===== src/rtl/xlat_pkg.sv =====
// Shared types for the translation cache.
// Assumes: 2-bit access kind and 2-bit fault cause encodings fixed here.
package xlat_pkg;

    typedef enum logic [1:0] {
        ACC_READ  = 2'b00,
        ACC_WRITE = 2'b01,
        ACC_FETCH = 2'b10
    } acc_kind_e;

    // Cause encoding is visible at the ports; order mirrors check priority.
    typedef enum logic [1:0] {
        CAUSE_NONE  = 2'd0,
        CAUSE_PRIV  = 2'd1,
        CAUSE_WRITE = 2'd2,
        CAUSE_FETCH = 2'd3
    } fault_cause_e;

    typedef struct packed {
        logic wr;
        logic usr;
        logic exe;
        logic glb;
    } perm_t;

endpackage


===== src/rtl/xlat_entry_array.sv =====
// Entry storage, parallel match and replacement for the translation cache.
// Assumes: at most one entry matches a lookup. If several do, the lowest
// index wins. A refill in the same cycle as a flush or invalidate survives.
module xlat_entry_array
    import xlat_pkg::*;
#(
    parameter int ENTRIES = 16,
    parameter int VPN_W   = 20,
    parameter int PFN_W   = 20,
    parameter int ASID_W  = 8
) (
    input  logic              clk,
    input  logic              rst_n,
    input  logic [VPN_W-1:0]  lk_vpn,
    input  logic [ASID_W-1:0] lk_asid,
    output logic              lk_hit,
    output logic [PFN_W-1:0]  lk_pfn,
    output perm_t             lk_perm,
    input  logic              refill_en,
    input  logic [VPN_W-1:0]  refill_vpn,
    input  logic [PFN_W-1:0]  refill_pfn,
    input  logic [ASID_W-1:0] refill_asid,
    input  perm_t             refill_perm,
    input  logic              flush_all,
    input  logic              flush_local,
    input  logic              inval_en,
    input  logic [VPN_W-1:0]  inval_vpn
);
    localparam int IDX_W = (ENTRIES > 1) ? $clog2(ENTRIES) : 1;
    localparam logic [IDX_W-1:0] LAST = IDX_W'(ENTRIES - 1);

    logic [ENTRIES-1:0] valid_q, valid_d, match;
    logic [VPN_W-1:0]   vpn_q  [ENTRIES];
    logic [PFN_W-1:0]   pfn_q  [ENTRIES];
    logic [ASID_W-1:0]  asid_q [ENTRIES];
    perm_t              perm_q [ENTRIES];
    logic [IDX_W-1:0]   victim_q;

    // One comparator per entry, all evaluated together.
    for (genvar g = 0; g < ENTRIES; g++) begin : g_cmp
        assign match[g] = valid_q[g] && (vpn_q[g] == lk_vpn) &&
                          (perm_q[g].glb || (asid_q[g] == lk_asid));
    end

    // Pick the lowest matching entry's frame and permissions.
    always_comb begin
        lk_pfn  = '0;
        lk_perm = '0;
        for (int i = ENTRIES - 1; i >= 0; i--) begin
            if (match[i]) begin
                lk_pfn  = pfn_q[i];
                lk_perm = perm_q[i];
            end
        end
    end
    assign lk_hit = |match;

    // Next valid bits: removals first, then the refill slot is set.
    always_comb begin
        valid_d = valid_q;
        for (int i = 0; i < ENTRIES; i++) begin
            if (flush_all || (flush_local && !perm_q[i].glb) ||
                (inval_en && (vpn_q[i] == inval_vpn)))
                valid_d[i] = 1'b0;
        end
        if (refill_en)
            valid_d[victim_q] = 1'b1;
    end

    // Register valid bits and the round-robin victim pointer.
    always_ff @(posedge clk) begin
        if (!rst_n) begin
            valid_q  <= '0;
            victim_q <= '0;
        end else begin
            valid_q <= valid_d;
            if (refill_en)
                victim_q <= (victim_q == LAST) ? '0 : victim_q + 1'b1;
        end
    end

    // Write the translation payload into the victim slot.
    always_ff @(posedge clk) begin
        if (!rst_n) begin
            for (int i = 0; i < ENTRIES; i++) begin
                vpn_q[i]  <= '0;
                pfn_q[i]  <= '0;
                asid_q[i] <= '0;
                perm_q[i] <= '0;
            end
        end else if (refill_en) begin
            vpn_q[victim_q]  <= refill_vpn;
            pfn_q[victim_q]  <= refill_pfn;
            asid_q[victim_q] <= refill_asid;
            perm_q[victim_q] <= refill_perm;
        end
    end


    victim_step_chk: assert property (@(posedge clk) disable iff (!rst_n)
        refill_en |=> victim_q == (($past(victim_q) == LAST) ? '0 : $past(victim_q) + 1'b1));


    flush_empty_chk: assert property (@(posedge clk) disable iff (!rst_n)
        (flush_all && !refill_en) |=> (valid_q == '0));


    refill_lands_chk: assert property (@(posedge clk) disable iff (!rst_n)
        refill_en |=> valid_q[$past(victim_q)]);

endmodule


===== src/rtl/xlat_perm_check.sv =====
// Access permission check on a matched entry.
// Assumes: the perm input is meaningful only when the lookup hit.
// Priority: privilege, then write protection, then fetch protection.
module xlat_perm_check
    import xlat_pkg::*;
(
    input  acc_kind_e    kind,
    input  logic         user,
    input  perm_t        perm,
    output fault_cause_e cause
);
    // Fixed-priority fault selection.
    always_comb begin
        if (user && !perm.usr)
            cause = CAUSE_PRIV;
        else if (kind == ACC_WRITE && !perm.wr)
            cause = CAUSE_WRITE;
        else if (kind == ACC_FETCH && !perm.exe)
            cause = CAUSE_FETCH;
        else
            cause = CAUSE_NONE;
    end
endmodule


===== src/rtl/xlat_counters.sv =====
// Bank of wrapping event counters, one per increment input.
// Assumes: each increment is a one-cycle pulse per event.
module xlat_counters #(
    parameter int NUM   = 3,
    parameter int CNT_W = 16
) (
    input  logic                      clk,
    input  logic                      rst_n,
    input  logic [NUM-1:0]            inc,
    output logic [NUM-1:0][CNT_W-1:0] cnt_q
);
    for (genvar k = 0; k < NUM; k++) begin : g_cnt
        // Count one event per cycle.
        always_ff @(posedge clk) begin
            if (!rst_n)
                cnt_q[k] <= '0;
            else if (inc[k])
                cnt_q[k] <= cnt_q[k] + 1'b1;
        end


        count_step_chk: assert property (@(posedge clk) disable iff (!rst_n)
            inc[k] |=> cnt_q[k] == CNT_W'($past(cnt_q[k]) + 1'b1));
    end
endmodule


===== src/rtl/xlat_cache.sv =====
// Translation cache top: fully associative lookup, permission check,
// miss request, refill, flushes, invalidate and event counters.
// Assumes: 4 KB pages. The requester holds a missing request until the
// refill is written, and the response is combinational in that cycle.
module xlat_cache
    import xlat_pkg::*;
#(
    parameter int VA_W    = 32,
    parameter int PFN_W   = 20,
    parameter int ASID_W  = 8,
    parameter int ENTRIES = 16,
    parameter int CNT_W   = 16
) (
    input  logic                        clk,
    input  logic                        rst_n,
    input  logic                        req_valid,
    input  logic [VA_W-1:0]             req_vaddr,
    input  logic [1:0]                  req_kind,
    input  logic                        req_user,
    input  logic [ASID_W-1:0]           req_asid,
    output logic                        rsp_hit,
    output logic                        rsp_fault,
    output logic [1:0]                  rsp_cause,
    output logic [PFN_W+11:0]           rsp_paddr,
    output logic                        miss_req,
    output logic [VA_W-13:0]            miss_vpn,
    input  logic                        refill_en,
    input  logic [VA_W-13:0]            refill_vpn,
    input  logic [PFN_W-1:0]            refill_pfn,
    input  logic [ASID_W-1:0]           refill_asid,
    input  logic                        refill_wr,
    input  logic                        refill_usr,
    input  logic                        refill_exe,
    input  logic                        refill_glb,
    input  logic                        flush_all,
    input  logic                        flush_local,
    input  logic                        inval_en,
    input  logic [VA_W-13:0]            inval_vpn,
    output logic [CNT_W-1:0]            cnt_hit,
    output logic [CNT_W-1:0]            cnt_miss,
    output logic [CNT_W-1:0]            cnt_fault
);
    localparam int OFF_W = 12;
    localparam int VPN_W = VA_W - OFF_W;

    logic [VPN_W-1:0]        req_vpn;
    logic                    arr_hit;
    logic [PFN_W-1:0]        arr_pfn;
    perm_t                   arr_perm, refill_perm;
    fault_cause_e            chk_cause;
    logic [2:0][CNT_W-1:0]   cnts;

    assign req_vpn     = req_vaddr[VA_W-1:OFF_W];
    assign refill_perm = '{wr: refill_wr, usr: refill_usr, exe: refill_exe, glb: refill_glb};

    xlat_entry_array #(
        .ENTRIES(ENTRIES), .VPN_W(VPN_W), .PFN_W(PFN_W), .ASID_W(ASID_W)
    ) u_array (
        .clk(clk), .rst_n(rst_n),
        .lk_vpn(req_vpn), .lk_asid(req_asid),
        .lk_hit(arr_hit), .lk_pfn(arr_pfn), .lk_perm(arr_perm),
        .refill_en(refill_en), .refill_vpn(refill_vpn), .refill_pfn(refill_pfn),
        .refill_asid(refill_asid), .refill_perm(refill_perm),
        .flush_all(flush_all), .flush_local(flush_local),
        .inval_en(inval_en), .inval_vpn(inval_vpn)
    );

    xlat_perm_check u_perm (
        .kind(acc_kind_e'(req_kind)), .user(req_user),
        .perm(arr_perm), .cause(chk_cause)
    );

    // Response shaping: gate by request, zero the address on fault.
    always_comb begin
        rsp_hit   = req_valid && arr_hit;
        miss_req  = req_valid && !arr_hit;
        miss_vpn  = miss_req ? req_vpn : '0;
        rsp_cause = rsp_hit ? chk_cause : CAUSE_NONE;
        rsp_fault = (rsp_cause != CAUSE_NONE);
        rsp_paddr = (rsp_hit && !rsp_fault) ? {arr_pfn, req_vaddr[OFF_W-1:0]} : '0;
    end

    xlat_counters #(.NUM(3), .CNT_W(CNT_W)) u_cnt (
        .clk(clk), .rst_n(rst_n),
        .inc({rsp_fault, miss_req, rsp_hit}),
        .cnt_q(cnts)
    );
    assign cnt_hit   = cnts[0];
    assign cnt_miss  = cnts[1];
    assign cnt_fault = cnts[2];


    hit_or_miss_chk: assert property (@(posedge clk) disable iff (!rst_n)
        req_valid |-> $onehot({rsp_hit, miss_req}));


    fault_blocks_addr_chk: assert property (@(posedge clk) disable iff (!rst_n)
        rsp_fault |-> (rsp_hit && rsp_paddr == '0));


    idle_quiet_chk: assert property (@(posedge clk) disable iff (!rst_n)
        !req_valid |-> !(rsp_hit || miss_req || rsp_fault));

endmodule


===== config.mk =====
export PLATFORM = sky130hd
export DESIGN_NAME = xlat_cache
export DESIGN_NICKNAME = d
export VERILOG_FILES = /design/src/rtl/xlat_pkg.sv /design/src/rtl/xlat_entry_array.sv /design/src/rtl/xlat_perm_check.sv /design/src/rtl/xlat_counters.sv /design/src/rtl/xlat_cache.sv
export SDC_FILE = /design/constraint.sdc
export NUM_CORES = 2
export LEC_CHECK = 0
export CAP_MARGIN = 20
export CORE_ASPECT_RATIO = 0.7
export CORE_UTILIZATION = 60
export DETAILED_ROUTE_END_ITERATION = 8
export DONT_BUFFER_PORTS = 1
export PLACE_DENSITY = 0.76
export SETUP_SLACK_MARGIN = 0.05
export SLEW_MARGIN = 5
export SYNTH_ARGS = -nofsm -noshare
export SYNTH_HDL_FRONTEND = slang
export SYNTH_SLANG_ARGS = --single-unit

===== constraint.sdc =====
create_clock -name clk -period 7.05 [get_ports clk]
set_input_delay 1.7625 -clock clk [delete_from_list [all_inputs] [get_ports clk]]
set_output_delay 1.7625 -clock clk [all_outputs]
set_load 0.02 [all_outputs]

==> metrics <==
WHS Endpoint u_array.valid_q[2]; post-synthesis mux area share 0.887%; fin crit share 98.9%; Hold Vio Cnt, Final 0; Synth top area share 51.9%; worst r2r src u_array.asid_q[11][6]; vias per cell 7.06; Reg clk slew, reported paths 70 ps; cts bufs inserted 89; Worst setup startpoint req_vaddr[19]; Req. time, crit path 5290 ps; DRC 0; Worst R2R End u_cnt.cnt_q[31]; total track usage 40.2%; max frequency 143 MHz; sequential area share after synthesis between 50% and 60%; CP startpoint kind primary input; crit end category primary output; largest family of logic cells by synthesized area simple AND/OR/NAND/NOR gates; CP Max Fanout 24; Die W 340 um; clock skew 31.5 ps; PwrDens between 200 and 250 nW/um^2; layout cell share with drive strength beyond 1 8.34%; Hold Path Class flop to flop; setup bufs post-CTS 0; Clk Latency, worst-skew pair 670 ps; hold depth 2; setup TNS after final layout 0 ps; cells taking the most area after synthesis edfxtp_1 (52%), and3_1 (11%), xnor2_1 (8.3%); setup ws final 80.7 ps; clock buffer depth 3; GPL Wtd Cong around 0.98; Die H 239 um; synth-to-layout area growth 8.70%; critical path class primary input to primary output; most common cell in the netlist and3_1; count of max-cap constraint violations 0; maximum vdd drop between 0.2 and 0.25 mV; Congestion Overflow GR 0; Synth Net Count about 4.4k; most frequent cells after synthesis and3_1 (879), edfxtp_1 (832), xnor2_1 (458); placed insts between 5k and 6k; area leader, netlist edfxtp_1; worst slack at placement 15.6 ps; initial DRC count 6586; minimum clock period 6970 ps; DP Wirelength 101000 um; Final #Nets 4228; Synth Area in Adders 0.182%; flops & latches, synth 900; R2R depth 15; Slew Limit Fails 0; core area 79000 um^2; Post-synth EDFFs 832; relative max-transition margin 2.98%; router iterations before antenna repair 6; syn avg cell area 11.2 um^2; RSZ-0062 raised after global routing false; Final ANT Viol Nets 0; Sink Count 900; Lkg Pwr 21.5 nW; # port buffers 0; Final Setup Violations 0; mapped cell area 48100 um^2; initial core utilization 60.9%; post-synthesis compound-gate area fraction 4.59%; Detailed Route WL 167000 um; Ports 227; synth warn 0; CTS Root Cell clkbuf_16; Post-Synth XOR/XNOR Area 14.4%; global-route wire length before repair 237000 um; antenna violations before repair 18; Fillers 5809; Worst Tran Pin Value about 1500 ps; Vias around 37k; Yosys cell types 69; Hold Crit Start u_array.valid_q[2]; cts hold-fix bufs 0; die area 81300 um^2; largest net degree at the start of global routing 127; Post-synth top flop edfxtp_1; non-filler cells, final approximately 5.2k; vias in the first global route 34.1k; row count 86; run status finished, final reports clean; routed wire length per instance approximately 32 um; H-Tree Depth 3; CTS tree built; simple-gate share of the synthesized area a little over a fifth; Async SR Flop Fraction 0%; crit path DAT 5210 ps; Post-Syn Instances 4276; R2R Setup Slk 2540 ps
[cells by family after synthesis]
family                   after synthesis
AND/OR/NAND/NOR                     1744
flip-flops                           900
buffers and inverters                487
multiplexers                          42
XOR/XNOR                             793
adder cells (fa/ha/maj)                7
AO/OA/AOI/OAI                        303
[worst max path at each step]
stage / end / slack [ps] / cells past startpoint
after floorplan: rsp_paddr[30] / 30 / 13
after global placement: rsp_paddr[13] / 110 / 12
after detailed placement: rsp_paddr[25] / 20 / 11
after CTS: rsp_paddr[31] / 60 / 13
after global routing: rsp_paddr[25] / 60 / 11
final: rsp_paddr[13] / 80 / 11
[critical path, cell delays in order]
cell	delay, ps
xnor2_1	200
nand4_1	120
or4_4	610
or3_1	410
buf_4	260
nand2b_1	430
o221ai_1	180
a211oi_1	500
o32a_1	450
nor2_1	90
buf_4	170
[sequential cells by signal (all words and copies together), names as in the netlist]
name,count
u_array.victim_q,4
u_array.pfn_q,320
u_array.asid_q,128
u_array.vpn_q,320
u_array.valid_q,16
u_cnt.cnt_q,48
u_array.perm_q,64
[cell type report]
cell class	count	area (um^2)	share of cell area [%]
diodes	7	17.5	0.0335
clock buffers	119	2450	4.69
clock inverters	44	425	0.814
inverters	53	199	0.380
multi-input cells	2889	20100	38.4
flip-flops and latches	900	26300	50.4
well taps	1056	1320	2.53
repair buffers	166	1430	2.74
[where the power goes]
part,switching (mW),total (mW),leakage [nW],internal [mW]
sequential,0.129,6.15,9.15,6.02
clock,2.11,4.84,1.40,2.73
combinational,0.507,0.808,11.0,0.301
total,2.74,11.8,21.5,9.05
[layout by cell type (no fill, tap or decap), drive strengths merged, types with 6 or more instances in the layout]
cell,synthesis,routed
nor2b,9,9
mux2i,37,37
nor4,128,128
a21oi,79,79
ha,7,7
diode,0,7
o21ai,40,40
a21boi,10,10
o32a,19,19
inv,53,55
nor2,169,169
xnor2,458,458
edfxtp,832,832
nand4,168,168
clkinv,0,30
or4b,7,7
clkbuf,373,119
nand2b,40,40
buf,61,166
or3,28,28
nor3b,6,6
nor3,30,30
a2111oi,22,22
and2,38,38
bufinv,0,8
o221ai,37,37
a211oi,25,25
dfxtp,68,68
o31ai,20,20
a41o,16,16
and3,880,880
xor2,335,335
or4,17,17
and4,7,7
nand2,122,122
nor4b,6,6
nand3,75,75
[metal layers]
| metal | vias to the layer above | GRT usage (%) | share of wire [%] |
|---|---|---|---|
| met5 | - | 0 | 0.022 |
| met4 | 6 | 15.3 | 4.3 |
| met3 | 505 | 15.5 | 18 |
| met2 | 3339 | 54.6 | 40 |
| met1 | 17768 | 57.8 | 38 |
| li1 | 15343 | - | - |
[what timing repair did]
action / in CTS / in global routing
gates resized for setup: 1 / 16
endpoints found under the setup margin: 31 / 34
cloned: 0 / 0
[metrics by stage]
step	power [mW]	area [um^2]	hold WS (ps)	util (%)
floorplan	6.91	48100	462	-
global route	12.0	52300	505	66.2
CTS	11.7	52200	492	66.1
global placement	7.01	49300	475	62.4
detailed placement	7.03	49300	483	62.4
finish	11.8	52300	495	66.2
Note: power is estimated with default switching activity, not from simulation.
